--- src/rtl/ct_pkg.sv ---
package ct_pkg;
   localparam int unsigned CT_OFF_W   = 12;
   localparam int unsigned CT_OFF_MOD = 3072;
   localparam int unsigned CT_CNT_W   = 13;
   localparam int unsigned CT_CNT_MOD = 8000;
   localparam int unsigned CT_SEC_W   = 7;
endpackage

--- src/rtl/ct_field.sv ---
module ct_field #(
   parameter int unsigned W   = 12,
   parameter int unsigned MOD = 3072
) (
   input  logic         clk,
   input  logic         rst_n,
   input  logic         inc,
   input  logic         ld,
   input  logic [W-1:0] ld_val,
   output logic [W-1:0] val,
   output logic         wrap
);
   localparam logic [W-1:0] LAST = W'(MOD - 1);
   localparam bit POW2 = (MOD == (64'd1 << W));

   assign wrap = inc && (val == LAST);

   generate
      if (POW2) begin : g_pow2
         always_ff @(posedge clk) begin
            if (!rst_n)   val <= '0;
            else if (ld)  val <= ld_val;
            else if (inc) val <= val + 1'b1;
         end
      end else begin : g_mod
         logic [W-1:0] ld_clamped;
         assign ld_clamped = (ld_val > LAST) ? LAST : ld_val;
         always_ff @(posedge clk) begin
            if (!rst_n)   val <= '0;
            else if (ld)  val <= ld_clamped;
            else if (inc) val <= (val == LAST) ? '0 : val + 1'b1;
         end
      end
   endgenerate
endmodule

--- src/rtl/ct_snapshot.sv ---
module ct_snapshot #(
   parameter int unsigned W = 32
) (
   input  logic         clk,
   input  logic         rst_n,
   input  logic         cap,
   input  logic [W-1:0] src,
   output logic [W-1:0] held,
   output logic         valid
);
   always_ff @(posedge clk) begin
      if (!rst_n) begin
         held  <= '0;
         valid <= 1'b0;
      end else begin
         valid <= cap;
         if (cap) held <= src;
      end
   end
endmodule

--- src/rtl/ct_cycle_timer.sv ---
module ct_cycle_timer
   import ct_pkg::*;
#(
   parameter int unsigned OFF_W   = CT_OFF_W,
   parameter int unsigned OFF_MOD = CT_OFF_MOD,
   parameter int unsigned CNT_W   = CT_CNT_W,
   parameter int unsigned CNT_MOD = CT_CNT_MOD,
   parameter int unsigned SEC_W   = CT_SEC_W,
   localparam int unsigned TW     = OFF_W + CNT_W + SEC_W
) (
   input  logic          clk,
   input  logic          rst_n,
   input  logic          tick_en,
   input  logic          wr_en,
   input  logic [TW-1:0] wr_data,
   input  logic          rd_en,
   output logic [TW-1:0] rd_data,
   output logic          rd_valid,
   output logic          cyc_start
);
   localparam int unsigned CNT_LO = OFF_W;
   localparam int unsigned SEC_LO = OFF_W + CNT_W;

   generate
      if (OFF_MOD < 2 || OFF_MOD > (64'd1 << OFF_W)) begin : g_bad_off
         $error("OFF_MOD does not fit OFF_W");
      end
      if (CNT_MOD < 2 || CNT_MOD > (64'd1 << CNT_W)) begin : g_bad_cnt
         $error("CNT_MOD does not fit CNT_W");
      end
   endgenerate

   logic [OFF_W-1:0] off_q;
   logic [CNT_W-1:0] cnt_q;
   logic [SEC_W-1:0] sec_q;
   logic             off_wrap, cnt_wrap, sec_wrap;
   logic             adv;
   logic [TW-1:0]    cur;

   assign adv = tick_en && !wr_en;
   assign cur = {sec_q, cnt_q, off_q};

   ct_field #(.W(OFF_W), .MOD(OFF_MOD)) u_off (
      .clk(clk), .rst_n(rst_n), .inc(adv), .ld(wr_en),
      .ld_val(wr_data[OFF_W-1:0]), .val(off_q), .wrap(off_wrap));

   ct_field #(.W(CNT_W), .MOD(CNT_MOD)) u_cnt (
      .clk(clk), .rst_n(rst_n), .inc(off_wrap), .ld(wr_en),
      .ld_val(wr_data[SEC_LO-1:CNT_LO]), .val(cnt_q), .wrap(cnt_wrap));

   ct_field #(.W(SEC_W), .MOD(64'd1 << SEC_W)) u_sec (
      .clk(clk), .rst_n(rst_n), .inc(cnt_wrap), .ld(wr_en),
      .ld_val(wr_data[TW-1:SEC_LO]), .val(sec_q), .wrap(sec_wrap));

   ct_snapshot #(.W(TW)) u_snap (
      .clk(clk), .rst_n(rst_n), .cap(rd_en), .src(cur),
      .held(rd_data), .valid(rd_valid));

   always_ff @(posedge clk) begin
      if (!rst_n) cyc_start <= 1'b0;
      else        cyc_start <= off_wrap;
   end

   logic unused_sec_wrap;
   assign unused_sec_wrap = sec_wrap;
endmodule

--- config.mk ---
export PLATFORM = sky130hd
export DESIGN_NAME = ct_cycle_timer
export DESIGN_NICKNAME = d
export VERILOG_FILES = /design/src/rtl/ct_pkg.sv /design/src/rtl/ct_field.sv /design/src/rtl/ct_snapshot.sv /design/src/rtl/ct_cycle_timer.sv
export SDC_FILE = /design/constraint.sdc
export NUM_CORES = 1
export LEC_CHECK = 0
export BUFFER_PORTS_ARGS = -buffer_cell sky130_fd_sc_hd__buf_2
export CAP_MARGIN = 20
export CORE_MARGIN = 2
export CORE_UTILIZATION = 25
export CTS_CLUSTER_SIZE = 40
export DETAILED_ROUTE_END_ITERATION = 7
export GPL_TIMING_DRIVEN = 0
export PLACE_DENSITY = 0.49
export SETUP_SLACK_MARGIN = 0.4
export SYNTH_ARGS = -nofsm -noshare
export SYNTH_HDL_FRONTEND = slang
export SYNTH_SLANG_ARGS = --single-unit
--- constraint.sdc ---
create_clock -name clk -period 1.5 [get_ports clk]
set_input_delay 0.15 -clock clk [delete_from_list [all_inputs] [get_ports clk]]
set_output_delay 0.15 -clock clk [all_outputs]
set_load 0.005 [all_outputs]
==> results of run 1 <==
area by class of cell:
| type | count | area [µm²] |
|---|---|---|
| Buffer | 28 | 173 |
| Clock buffer | 9 | 225 |
| Clock inverter | 7 | 67.6 |
| Fill cell | 1393 | 8190 |
| Inverter | 8 | 30.0 |
| Multi-Input combinational cell | 287 | 2230 |
| Sequential cell | 66 | 1380 |
| Tap cell | 176 | 220 |
| Timing Repair Buffer | 111 | 729 |
worst min-delay path, delay by kind of cell:
kind	cells	cell delay (ns)
AOI/OAI and AO/OA	2	0.16
buffers and inverters	1	0.07
cells in the mapped netlist (all sizes together), types with 4 or more instances:
master,instances,area share
o22ai,6,0.011
o21ai,23,0.034
or3,6,0.013
a21oi,6,0.0088
nor3,7,0.010
nand2b,4,0.0074
and2,10,0.019
dfxtp,66,0.39
nor2,41,0.045
nand3,18,0.027
a31oi,14,0.026
mux2i,32,0.094
and3,8,0.015
clkbuf,15,0.017
inv,8,0.0088
xor2,6,0.015
o211ai,8,0.018
nand4,14,0.037
nor2b,4,0.0074
o2111ai,7,0.018
nor4,6,0.011
nand2,19,0.022
and4,8,0.021
o311ai,4,0.010
nand3b,7,0.015
buf,13,0.023
power by group:
part           internal, mW  total, mW  switching [mW]
sequential             1.86       1.98           0.117
combinational         0.290      0.619           0.329
clock                  1.28       2.10           0.821
total                  3.43       4.70            1.27
per-layer routing:
metal  up-vias  global-route usage  share of wire
met3        16              0.0373          0.055
li1       1702                   -              -
met2       100               0.254           0.46
met4         0              0.0458          0.016
met5         -                   0              0
met1      1729               0.217           0.47
how the worst max path moves through the flow:
stage,startpoint,end
after floorplan,u_off.val[1],u_sec.val[0]
after global placement,wr_en,u_cnt.val[6]
after detailed placement,wr_en,u_cnt.val[6]
after CTS,u_off.val[0],u_cnt.val[11]
after global routing,u_off.val[0],u_sec.val[5]
final,u_off.val[0],u_sec.val[5]
what timing repair did:
action                     CTS  global route
gates resized for setup     48            50
pin swaps                   16            26
buffers inserted            18            23
setup endpoints to repair   34            36
cloned                       1             0
sequential cells by signal, indices dropped and copies added, names as in the netlist:
name          count
cyc_start         1
u_cnt.val        13
u_off.val        12
u_sec.val         7
u_snap.held      32
u_snap.valid      1
logic make-up after synthesis:
logic type,Yosys count,synth area share
multiplexers,32,0.0944
flip-flops,66,0.389
buffers and inverters,36,0.0487
AND/OR/NAND/NOR,159,0.267
AO/OA/AOI/OAI,84,0.166
XOR/XNOR,9,0.0232
adder cells (fa/ha/maj),3,0.0111
metrics by stage:
stage	setup TNS (ns)	util
floorplan	-0.131	-
global placement	-7.04	0.307
detailed placement	-7.35	0.307
CTS	-2.27	0.354
global route	-5.35	0.381
finish	-3.15	0.381
==> impl_metrics.toml, run 1 <==
[placed_design]
hpwl_um = 8030
pre_cts_ws_ns = -0.533
io_buffers = 69
placed_area_um2 = 4070
gp_congestion = 0.856
dpl.cell_count = 634

[global_route]
grt_pass1_vias = 3485
grt_max_degree = 13
track_usage = 0.160
grt_overflow_total = 0
grt_pass1_wl_um = 18200
antenna_found_initial = 0

[die]
die_h_um = 121
design.die.area_um2 = 14500
initial_core_util = 0.256
die_w_um = 121
boundaryPins = 71
core-area_um2 = 13200
rows = 42

[clock_tree]
cts_root_buf = "clkbuf_16"
cts_sinks = 66
cts_buffers = 9
clk_latency_ns = 0.34
clockBufferDepth = 2
ctsHtreeMaxLevel = 3
cts_tree = "done"
hold_buffers = 0
clk_pin_slew_worst_paths_ns = 0.06

[sta]
finalCritPeriodShare = 1.14
rsz0062_at_grt = "true"
maxSlewHeadroom = 0.530
postLayoutSetupSlackWorst_ns = -0.207
hold_ws_ns = 0.0771
setup_viol = 29
fin_crit_ns = 1.71
hold_viol = 0
worstMarginPinSlew_ns = 0.700
fin_skew_ns = 0.00890
drv_slew = 0
fmax_mhz = 586

[critical_path]
critPathRequiredTime_ns = 1.77
max_stage_delay_ns = 0.41
path_cells = "ha_4 > and4b_2 > nand4_4 > buf_4 > buf_6 > or4_4 > nand3_2"
critPathTopFamily = "simple AND/OR/NAND/NOR gates"
critPathLaunchType = "flop"
r2r_cells = 7
slowest_stage = "or4_4"
rrSetupSlack_ns = -0.21
r2r_start = "u_off.val[0]"
critical_path_class = "flop to flop"
cp_num_cells = 7
worst-path-max-fanout = 5
crit_buf_inv = 2
worstSetupEndpointType = "flop"
reg2reg_to = "u_sec.val[5]"
arrival_ns = 1.98

[yosys]
synth_ff_type = "dfxtp_1"
yosysWarnings = 0
yosysSeqAreaShare = 0.389
synth.cell_area_um2 = 3390
syn_area_per_cell_um2 = 8.72
ys_types = 54
ys_ff_latch = 66
synth_nets = 429
async_flop_share = 0
synth-edff-count = 0
syn_inst = 389

[hold_path]
hold_depth = 3
min_path_type = "input port to flop"
hold_start = "wr_data[8]"
holdPathEnd = "u_off.val[8]"

[power_and_ir_drop]
p_per_area_nw_per_um2 = 930
leakage_nw = 2.10
power_mw = 4.70
peakVddDrop_mv = 0.613

[outcome]
violations = "setup timing"
status = "finished with violations"

[cells_and_area]
final_area_um2 = 5050
layout_commonest_cell = "buf_2"
antenna_cells = 0
nets = 551
drive_gt1_frac = 0.428
final_cell_mix = "73 x buf_2, 43 x dfxtp_1, 40 x nor2_1"
synthToLayoutAreaGrowth_pct = 48.8
fin_cells = 692

[job]
drv_cap = 0

[detailed_routing]
avgViaCountPerCell = 5.13
first_pass_iters = 4
final_antenna_net_count = 0
via_count = 3547
drt_iter0_markers = 195
wl_per_cell_um = 16.7
routed_wirelength_um = 11600
drc = 0
Power figures use the tool's default switching activity.
==> run 2, diff against run 1 <==
Settings changed: PLACE_DENSITY 0.49 to 0.4.
==> impl_metrics.toml, run 2 (synthesis results as in run 1) <==
[critical_path]
critPathRequiredTime_ns = 1.77
rrSetupSlack_ns = -0.16
r2r_start = "u_off.val[0]"
worstSetupEndpointType = "flop"
max_stage_delay_ns = 0.36
worst-path-max-fanout = 6
r2r_cells = 6
critPathTopFamily = "simple AND/OR/NAND/NOR gates"
reg2reg_to = "u_sec.val[0]"
critPathLaunchType = "flop"
path_cells = "ha_4 > and4b_2 > nand4_4 > buf_8 > or3_1 > a31oi_1"
slowest_stage = "dfxtp_4"
critical_path_class = "flop to flop"
cp_num_cells = 6
arrival_ns = 1.93
crit_buf_inv = 1

[sta]
rsz0062_at_grt = "true"
hold_viol = 0
maxSlewHeadroom = 0.396
fin_crit_ns = 1.66
fmax_mhz = 602
tns_ns = -2.08
finalCritPeriodShare = 1.11
fin_skew_ns = 0.00992
setup_viol = 28
worstMarginPinSlew_ns = 0.900
postLayoutSetupSlackWorst_ns = -0.160
drv_slew = 0

[detailed_routing]
wl_per_cell_um = 17.1
routed_wirelength_um = 11700
via_count = 3421
drc = 0
first_pass_iters = 4
final_antenna_net_count = 0
drt_iter0_markers = 153
avgViaCountPerCell = 4.98

[cells_and_area]
layout_commonest_cell = "buf_2"
largest_register = "u_snap.held"
largest_register_ff_count = 32
synthToLayoutAreaGrowth_pct = 45.7
nets = 546
top_regs = "u_snap.held x32, u_cnt.val x13, u_off.val x12"
antenna_cells = 0
final_cell_mix = "72 x buf_2, 44 x dfxtp_1, 40 x nor2_1"
drive_gt1_frac = 0.393
fin_cells = 687
utilization = 0.373

[clock_tree]
clk_pin_slew_worst_paths_ns = 0.06
cts_sinks = 66
clockBufferDepth = 2
clk_latency_ns = 0.35
cts_tree = "done"
ctsHtreeMaxLevel = 3
hold_buffers = 0
cts_buffers = 9
cts_root_buf = "clkbuf_16"

[power_and_ir_drop]
peakVddDrop_mv = 0.439
p_per_area_nw_per_um2 = 983
leakage_nw = 2.04

[die]
die_w_um = 121
design.die.area_um2 = 14500
boundaryPins = 71
core-area_um2 = 13200
rows = 42
initial_core_util = 0.256
die_h_um = 121

[global_route]
grt_pass1_wl_um = 18600
antenna_found_initial = 0
grt_overflow_total = 0
track_usage = 0.168
grt_max_degree = 12
grt_pass1_vias = 3360

[hold_path]
hold_depth = 3
hold_start = "wr_data[8]"
holdPathEnd = "u_off.val[8]"
min_path_type = "input port to flop"

[outcome]
status = "finished with violations"
violations = "setup timing"

[placed_design]
hpwl_um = 8140
dpl.cell_count = 634
io_buffers = 69
gp_congestion = 0.770

[job]
drv_cap = 0
[run 2: layout make-up]
type	count	area, µm²
Buffer	28	174
Clock buffer	15	289
Clock inverter	1	30.0
Fill cell	1383	8300
Inverter	8	30.0
Multi-Input combinational cell	287	2160
Sequential cell	66	1370
Tap cell	176	220
Timing Repair Buffer	106	669
[run 2: per-layer routing]
metal / part of all wire / track usage / vias to the layer above / wire length, µm
li1: - / - / 1702 / -
met1: 0.49 / 0.235 / 1631 / 5760
met2: 0.45 / 0.261 / 77 / 5330
met3: 0.038 / 0.0278 / 11 / 447
met4: 0.016 / 0.0589 / 0 / 191
met5: 0 / 0 / - / 0
[run 2: per-stage QoR]
step	hold WS, ns	total power [mW]	setup WS (ns)	cell area (µm²)
finish	0.0753	4.86	-0.160	4940
global route	0.0831	5.08	-0.260	4940
CTS	0.0674	4.92	-0.193	4850
detailed placement	0.434	2.53	-0.685	4070
global placement	0.443	2.52	-0.642	4070
floorplan	0.308	2.30	-0.0299	3500
[run 2: worst max-delay path by stage]
stage / slack [ns] / to / start
after floorplan: -0.03 / u_sec.val[0] / u_off.val[1]
after CTS: -0.19 / u_cnt.val[2] / u_off.val[0]
after detailed placement: -0.69 / u_cnt.val[6] / wr_en
after global routing: -0.26 / u_cnt.val[11] / u_off.val[0]
final: -0.16 / u_sec.val[0] / u_off.val[0]
after global placement: -0.64 / u_cnt.val[6] / wr_en
[run 2: report_power, final]
group          internal [mW]  total, mW  leakage, nW  switching, mW
Clock                   1.48       2.28        0.155          0.797
Combinational          0.286      0.612         1.33          0.326
Sequential              1.86       1.97        0.552          0.114
Total                   3.63       4.86         2.04           1.24
[run 2: worst reg2reg max path, delay by kind of cell, from the launching register on]
family / cells / cell delay, ns
AOI/OAI and AO/OA: 1 / 0.15
adders and majority gates: 1 / 0.13
buffers and inverters: 1 / 0.19
DFF: 1 / 0.36
and+or+nand+nor: 3 / 0.75
[run 2: repair_timing]
item / 4_1_cts / 5_1_grt
setup endpoints to repair: 34 / 37
pin swaps: 23 / 18
endpoints found under the hold margin: 0 / 0
setup buffers: 31 / 4
gates resized for setup: 52 / 19
cloned: 2 / 0
